[config.mk]
export PLATFORM = sky130hd
export DESIGN_NAME = pwr_refcount_seq
export DESIGN_NICKNAME = d
export VERILOG_FILES = /design/src/rtl/pwrseq_pkg.sv /design/src/rtl/pwrseq_use_counter.sv /design/src/rtl/pwrseq_ms_timer.sv /design/src/rtl/pwrseq_fsm.sv /design/src/rtl/pwr_refcount_seq.sv
export SDC_FILE = /design/constraint.sdc
export NUM_CORES = 1
export LEC_CHECK = 0
export ABC_AREA = 1
export CAP_MARGIN = 20
export CORE_MARGIN = 2
export CORE_UTILIZATION = 55
export CTS_CLUSTER_DIAMETER = 40
export CTS_CLUSTER_SIZE = 16
export DETAILED_ROUTE_END_ITERATION = 10
export GPL_TIMING_DRIVEN = 0
export PLACE_DENSITY = 0.83
export SYNTH_ARGS = -nofsm -noshare
export SYNTH_HDL_FRONTEND = slang
export SYNTH_SLANG_ARGS = --single-unit
[constraint.sdc]
create_clock -name clk -period 3.1 [get_ports clk]
set_clock_uncertainty 0.2 [all_clocks]
set_input_delay 0.62 -clock clk [delete_from_list [all_inputs] [get_ports clk]]
set_output_delay 0.62 -clock clk [all_outputs]
set_load 0.01 [all_outputs]
[src/rtl/pwrseq_pkg.sv]
package pwrseq_pkg;

  typedef enum logic [3:0] {
    PS_OFF,
    PS_UP_IO,
    PS_UP_PART,
    PS_UP_CLK,
    PS_RST_HOLD,
    PS_RST_WAIT,
    PS_ON,
    PS_DN_CLK,
    PS_DN_PART
  } pwr_state_e;

  typedef struct packed {
    logic ready;
    logic eng_rst;
    logic clk_en;
    logic part_en;
    logic io_en;
  } pwr_rail_t;

  // cycles for a delay of ms milliseconds, never below one
  function automatic longint unsigned ms_to_cycles(longint unsigned hz,
                                                   longint unsigned div,
                                                   longint unsigned ms);
    longint unsigned c;
    c = ((hz / 64'd1000) * ms) / div;
    if (c == 0) c = 1;
    return c;
  endfunction

  function automatic pwr_rail_t rails_of(pwr_state_e s);
    pwr_rail_t r;
    r = '0;
    r.io_en   = (s != PS_OFF);
    r.part_en = (s inside {PS_UP_PART, PS_UP_CLK, PS_RST_HOLD, PS_RST_WAIT,
                           PS_ON, PS_DN_CLK});
    r.clk_en  = (s inside {PS_UP_CLK, PS_RST_HOLD, PS_RST_WAIT, PS_ON});
    r.eng_rst = (s == PS_RST_HOLD);
    r.ready   = (s == PS_ON);
    return r;
  endfunction

endpackage

[src/rtl/pwrseq_use_counter.sv]
module pwrseq_use_counter #(
  parameter int CNT_W = 4
) (
  input  logic             clk,
  input  logic             rst_n,
  input  logic             get_i,
  input  logic             put_i,
  output logic [CNT_W-1:0] count_o,
  output logic             nonzero_o,
  output logic             underflow_o,
  output logic             overflow_o
);
  localparam logic [CNT_W-1:0] CNT_MAX = {CNT_W{1'b1}};

  logic [CNT_W-1:0] count_q;
  logic             udf_q, ovf_q;

  always_ff @(posedge clk or negedge rst_n) begin
    if (!rst_n) begin
      count_q <= '0;
      udf_q   <= 1'b0;
      ovf_q   <= 1'b0;
    end else begin
      unique case ({get_i, put_i})
        2'b10: begin
          if (count_q == CNT_MAX) ovf_q <= 1'b1;
          else                    count_q <= count_q + 1'b1;
        end
        2'b01: begin
          if (count_q == '0) udf_q <= 1'b1;
          else               count_q <= count_q - 1'b1;
        end
        default: ;
      endcase
    end
  end

  assign count_o     = count_q;
  assign nonzero_o   = (count_q != '0);
  assign underflow_o = udf_q;
  assign overflow_o  = ovf_q;
endmodule

[src/rtl/pwrseq_ms_timer.sv]
module pwrseq_ms_timer #(
  parameter int TMR_W = 8
) (
  input  logic             clk,
  input  logic             rst_n,
  input  logic             load_i,
  input  logic [TMR_W-1:0] load_val_i,
  output logic             expired_o
);
  logic [TMR_W-1:0] cnt_q;

  always_ff @(posedge clk or negedge rst_n) begin
    if (!rst_n)            cnt_q <= '0;
    else if (load_i)       cnt_q <= load_val_i;
    else if (cnt_q != '0)  cnt_q <= cnt_q - 1'b1;
  end

  assign expired_o = (cnt_q == '0);
endmodule

[src/rtl/pwrseq_fsm.sv]
module pwrseq_fsm
  import pwrseq_pkg::*;
#(
  parameter int TMR_W    = 8,
  parameter int HOLD_CYC = 2,
  parameter int WAIT_CYC = 1
) (
  input  logic             clk,
  input  logic             rst_n,
  input  logic             in_use_i,
  input  logic             keep_alive_i,
  input  logic             tmr_expired_i,
  output logic             tmr_load_o,
  output logic [TMR_W-1:0] tmr_val_o,
  output pwr_rail_t        rails_o
);
  localparam logic [TMR_W-1:0] HOLD_LD = TMR_W'(HOLD_CYC - 1);
  localparam logic [TMR_W-1:0] WAIT_LD = TMR_W'(WAIT_CYC - 1);

  pwr_state_e state_q, state_d;
  pwr_rail_t  rails_q;

  always_comb begin
    state_d    = state_q;
    tmr_load_o = 1'b0;
    tmr_val_o  = '0;
    unique case (state_q)
      PS_OFF:      if (in_use_i) state_d = PS_UP_IO;
      PS_UP_IO:    state_d = PS_UP_PART;
      PS_UP_PART:  state_d = PS_UP_CLK;
      PS_UP_CLK: begin
        if (keep_alive_i) begin
          state_d = PS_ON;
        end else begin
          state_d    = PS_RST_HOLD;
          tmr_load_o = 1'b1;
          tmr_val_o  = HOLD_LD;
        end
      end
      PS_RST_HOLD: begin
        if (tmr_expired_i) begin
          state_d    = PS_RST_WAIT;
          tmr_load_o = 1'b1;
          tmr_val_o  = WAIT_LD;
        end
      end
      PS_RST_WAIT: if (tmr_expired_i) state_d = PS_ON;
      PS_ON:       if (!in_use_i) state_d = PS_DN_CLK;
      PS_DN_CLK:   state_d = PS_DN_PART;
      PS_DN_PART:  state_d = PS_OFF;
      default:     state_d = PS_OFF;
    endcase
  end

  always_ff @(posedge clk or negedge rst_n) begin
    if (!rst_n) begin
      state_q <= PS_OFF;
      rails_q <= '0;
    end else begin
      state_q <= state_d;
      rails_q <= rails_of(state_d);
    end
  end

  assign rails_o = rails_q;
endmodule

[src/rtl/pwr_refcount_seq.sv]
module pwr_refcount_seq
  import pwrseq_pkg::*;
#(
  parameter longint unsigned CLK_HZ    = 100_000_000,
  parameter longint unsigned TIME_DIV  = 1,
  parameter int              RESET_MS  = 2,
  parameter int              SETTLE_MS = 1,
  parameter int              CNT_W     = 4
) (
  input  logic             clk,
  input  logic             rst_n,
  input  logic             get_i,
  input  logic             put_i,
  input  logic             keep_alive_i,
  output logic             io_en_o,
  output logic             part_en_o,
  output logic             clk_en_o,
  output logic             eng_rst_o,
  output logic             ready_o,
  output logic [CNT_W-1:0] use_count_o,
  output logic             underflow_o,
  output logic             overflow_o
);
  localparam int HOLD_CYC = int'(ms_to_cycles(CLK_HZ, TIME_DIV, RESET_MS));
  localparam int WAIT_CYC = int'(ms_to_cycles(CLK_HZ, TIME_DIV, SETTLE_MS));
  localparam int MAX_CYC  = (HOLD_CYC > WAIT_CYC) ? HOLD_CYC : WAIT_CYC;
  localparam int TMR_W    = $clog2(MAX_CYC + 1) + 1;

  logic             in_use;
  logic             tmr_load, tmr_expired;
  logic [TMR_W-1:0] tmr_val;
  pwr_rail_t        rails;

  pwrseq_use_counter #(.CNT_W(CNT_W)) u_count (
    .clk         (clk),
    .rst_n       (rst_n),
    .get_i       (get_i),
    .put_i       (put_i),
    .count_o     (use_count_o),
    .nonzero_o   (in_use),
    .underflow_o (underflow_o),
    .overflow_o  (overflow_o)
  );

  pwrseq_ms_timer #(.TMR_W(TMR_W)) u_timer (
    .clk        (clk),
    .rst_n      (rst_n),
    .load_i     (tmr_load),
    .load_val_i (tmr_val),
    .expired_o  (tmr_expired)
  );

  pwrseq_fsm #(
    .TMR_W    (TMR_W),
    .HOLD_CYC (HOLD_CYC),
    .WAIT_CYC (WAIT_CYC)
  ) u_fsm (
    .clk           (clk),
    .rst_n         (rst_n),
    .in_use_i      (in_use),
    .keep_alive_i  (keep_alive_i),
    .tmr_expired_i (tmr_expired),
    .tmr_load_o    (tmr_load),
    .tmr_val_o     (tmr_val),
    .rails_o       (rails)
  );

  assign io_en_o   = rails.io_en;
  assign part_en_o = rails.part_en;
  assign clk_en_o  = rails.clk_en;
  assign eng_rst_o = rails.eng_rst;
  assign ready_o   = rails.ready;
endmodule

==> results by stage <==
Power:
- The internal power is 1.087 mW.
- The portion of total power attributed to sequential cells is 39.4%.
- The relative contribution of the clock network to total power is 14.0%.
- The reported net switching power is 782.0 uW.
- The total power per unit cell area is 846.3 nW/um^2.
- The worst-case IR drop observed on VDD is 0.0004641 V.
- The switching share of power is around two fifths.
- For this design the static power due to leakage is between 1 and 1.5 nW.
- The portion of total power attributed to combinational logic is 46.7%.

Synth:
- The mean post-synth cell area is 8.386 um^2.
- The mapped netlist covers 1946 um^2.
- The count of flip-flops with a built-in enable after synthesis is 0.
- After synthesis, flip-flops and latches occupy 43.73% of the total area.
- By area the synthesized netlist is led by dfrtp_1, nand2_1, inv_1.
- The cell count after synthesis is 232.
- Counting every net in the synthesized netlist gives 243.
- The number of distinct standard cells referenced by the synthesized netlist is 34.
- Counting instances in the post-synthesis netlist gives the leading cell types as nand2_1, dfrtp_1, inv_1.
- The proportion of synthesized flip-flops having asynchronous set or reset is 100.0%.
- The number of storage elements in the synthesis netlist is 34.
- The number of synthesis warnings is 0.
- The most frequent cell after synthesis is nand2_1.
- For this run, the leading register cell type out of synthesis is dfrtp_1.
- The area share of the leading cell type in the synthesized netlist is roughly 44%.
- dfrtp_1 takes more of the synthesized area than any other cell.

Finish:
- Cells with a size suffix above 1 make up 13.33% of the layout.
- The number of non-filler instances in the completed layout is 301.
- Relative to the synthesized area, the layout overhead comes to 13.50%.
- The repair_antennas step left the layout with diodes totalling 0.
- The final standard cell utilization of the core is roughly two thirds.
- At the end of the flow, the number of nets in the layout was 265.
- After filler insertion, the fill cell instance count of the layout stands at 312.

Drt:
- The number of nets with antenna violations after routing is 0.
- After the first detailed-routing iteration, the DRC count stood at 78.
- The routed design has 3509 um of wire.
- The detailed-router iteration count before antenna repair is 5.
- The number of vias per cell is between 5 and 6.
- The routed length per placed instance is 11.66 um.
- The detailed-route DRC error count is 0.
- The routed layout has 1,515 vias.

Worst setup path:
- STA puts the critical path data required time at around 3.1 ns.
- In this run the worst path has a maximum fanout of 5.
- The nature of the critical path endpoint is a flip-flop.
- The arrival time of the worst setup path is 2.29 ns.
- The category of the critical setup timing path is primary input to flip-flop.
- The kind of start point of the critical path is a primary input.

Timing:
- The setup slack after layout is about 0.83 ns.
- The achievable frequency is ~440 MHz.
- The worst pin sits at a relative slew slack of between 50% and 60%.
- Setup violations remaining at the end of the flow were counted as 0.
- The setup TNS after final layout is 0 ns.
- The share of the cycle needed by the critical path after routing is 73.24%.
- The clock period minus final worst setup slack is 2.270 ns.
- The final count of hold timing violations is 0.
- Setup repair after global routing left no endpoint under its margin.
- The transition at the pin with the smallest max-transition slack is 0.7488 ns.
- The count of pins over their slew limit was 0.

Die:
- The die is 63.48 um wide.
- The core area is 3363 um^2.
- The die outline area is 4029 um^2.
- The number of placement rows is 21.
- The die is around 63 um tall.
- Pin placement for this block handled 16 I/O pins.
- Once the floorplan was initialized, standard cells occupied 57.85% of the core.

GRT:
- The global-route wire length before repair is 6320 um.
- The total global-route track usage is 20.15%.
- The via count of the first global-routing pass came to 1,488.
- The pin count of the biggest net entering global routing is 35.
- The initial antenna violation count is 0.
- The total global routing overflow is 0.

CTS:
- Buffers added to address setup during post-CTS repair amount to 0.
- In this run, post-CTS hold repair placed 0 buffers.
- The TritonCTS buffer count is 5.
- The CTS clock-pin slew for the worst setup and hold paths is 0.10 ns.
- The post-cts resize count is 0.
- The clock sink total is 34.
- CTS built an H-tree with a depth of 2.
- The clock passes through at most 2 buffers.
- The TritonCTS clock tree is done.
- CTS placed an instance of clkbuf_4 at the clock tree root.
- For the worst-skew pair, the clock arrives at the later sink with an insertion delay of 0.34 ns.

Status:
- The flow ran to the end, and the final reports show no timing, DRC or antenna violations.

Placed design:
- The estimated wirelength of the detail-placed design is 2590 um.
- The count of placed standard cells including taps is 293.
- Input and output buffers added on the ports amount to 15.
- Timing analysis after detailed placement gives a worst setup slack of 0.4607 ns.
- The routability congestion estimate from global placement is ~0.88.

Flow run:
- The max-cap check violation count is 0.

Hold path:
- The path class of the tightest hold or removal check is primary input to async pin.
sequential cells by signal, summed over array words and instances (netlist names):
signal               count
u_count.underflow_o      1
u_timer.cnt_q           19
u_count.overflow_o       1
u_fsm.state_q            4
u_count.count_o          4
u_fsm.rails_o            5
power by group through the flow:
| stage | Clock [mW] | Combinational [mW] | Sequential (mW) |
|---|---|---|---|
| 5_1_grt | 0.289 | 0.982 | 0.755 |
| 6_report | 0.261 | 0.872 | 0.736 |
| 4_1_cts | 0.267 | 0.878 | 0.735 |
| 2_1_floorplan | 0 | 0.609 | 0.751 |
| 3_3_place_gp | 0 | 0.847 | 0.741 |
| 3_5_place_dp | 0 | 0.874 | 0.742 |
cells by family (layout without fill, tap and decap cells):
family / count (synthesis) / after routing / share of synthesized area [%]
AND/OR/NAND/NOR: 121 / 121 / 32.60
buffers and inverters: 37 / 60 / 7.845
XOR/XNOR: 11 / 11 / 4.952
AO/OA/AOI/OAI: 23 / 23 / 6.625
adder cells (fa/ha/maj): 6 / 6 / 4.244
flip-flops: 34 / 34 / 43.73
area by class of cell:
type,instances,area [um^2],area share [%]
Inverter,35,136.4,6.176
Buffer,2,16.27,0.7365
Clock inverter,1,5.005,0.2266
Tap cell,46,57.56,2.606
Sequential cell,34,850.8,38.53
Multi-Input combinational cell,161,942.2,42.66
Clock buffer,7,55.05,2.493
Timing Repair Buffer,15,145.1,6.572
layout by cell type (no fill, tap or decap), types with 7 or more instances in the layout:
cell type and count:
a21oi_1 8, nor2_1 32, dfrtp_1 34, inv_1 33, nor3_1 7, clkdlybuf4s50_1 14
xor2_1 7, nand3_1 11, o21ai_0 8, nand2_1 47
path summary, 6_finish.rpt:
path / startpoint / to / slack [ns] / cells after the start
min in group clk: u_count.overflow_o / u_count.overflow_o / 0.28 / 1
hold / removal: rst_n / u_timer.cnt_q[4] / 0.13 / 1
setup / recovery: get_i / u_count.count_o[3] / 0.83 / 9
setup reg to reg: u_timer.cnt_q[0] / u_timer.cnt_q[13] / 1.12 / 9
hold reg to reg: u_count.overflow_o / u_count.overflow_o / 0.28 / 1
max in group asynchronous: rst_n / u_timer.cnt_q[17] / 2.09 / 1
critical path, stage by stage:
cell and delay, ns:
clkdlybuf4s50_1 0.48, inv_1 0.05, ha_1 0.26, ha_1 0.35
a21oi_1 0.12, o21ai_0 0.11, xor2_1 0.15, nand2_1 0.06
o21ai_0 0.09
per-stage QoR:
stage / hold WS, ns / area, um^2 / power (mW)
3_5_place_dp: 0.2518 / 2148 / 1.615
5_1_grt: 0.1895 / 2208 / 2.027
6_report: 0.1348 / 2208 / 1.869
3_3_place_gp: 0.2520 / 2153 / 1.588
2_1_floorplan: 0.1244 / 1946 / 1.359
4_1_cts: 0.1573 / 2208 / 1.880
routing by layer:
| metal | routed length [um] | track usage (%) | share of wire (%) | vias up |
|---|---|---|---|---|
| met4 | 72 | 8.696 | 2.1 | 0 |
| met3 | 144 | 5.179 | 4.1 | 9 |
| met1 | 1626 | 23.74 | 46 | 700 |
| li1 | - | - | - | 773 |
| met2 | 1665 | 34.61 | 47 | 33 |
| met5 | 0 | 0 | 0 | - |
Note: power is estimated with default switching activity, not from simulation.
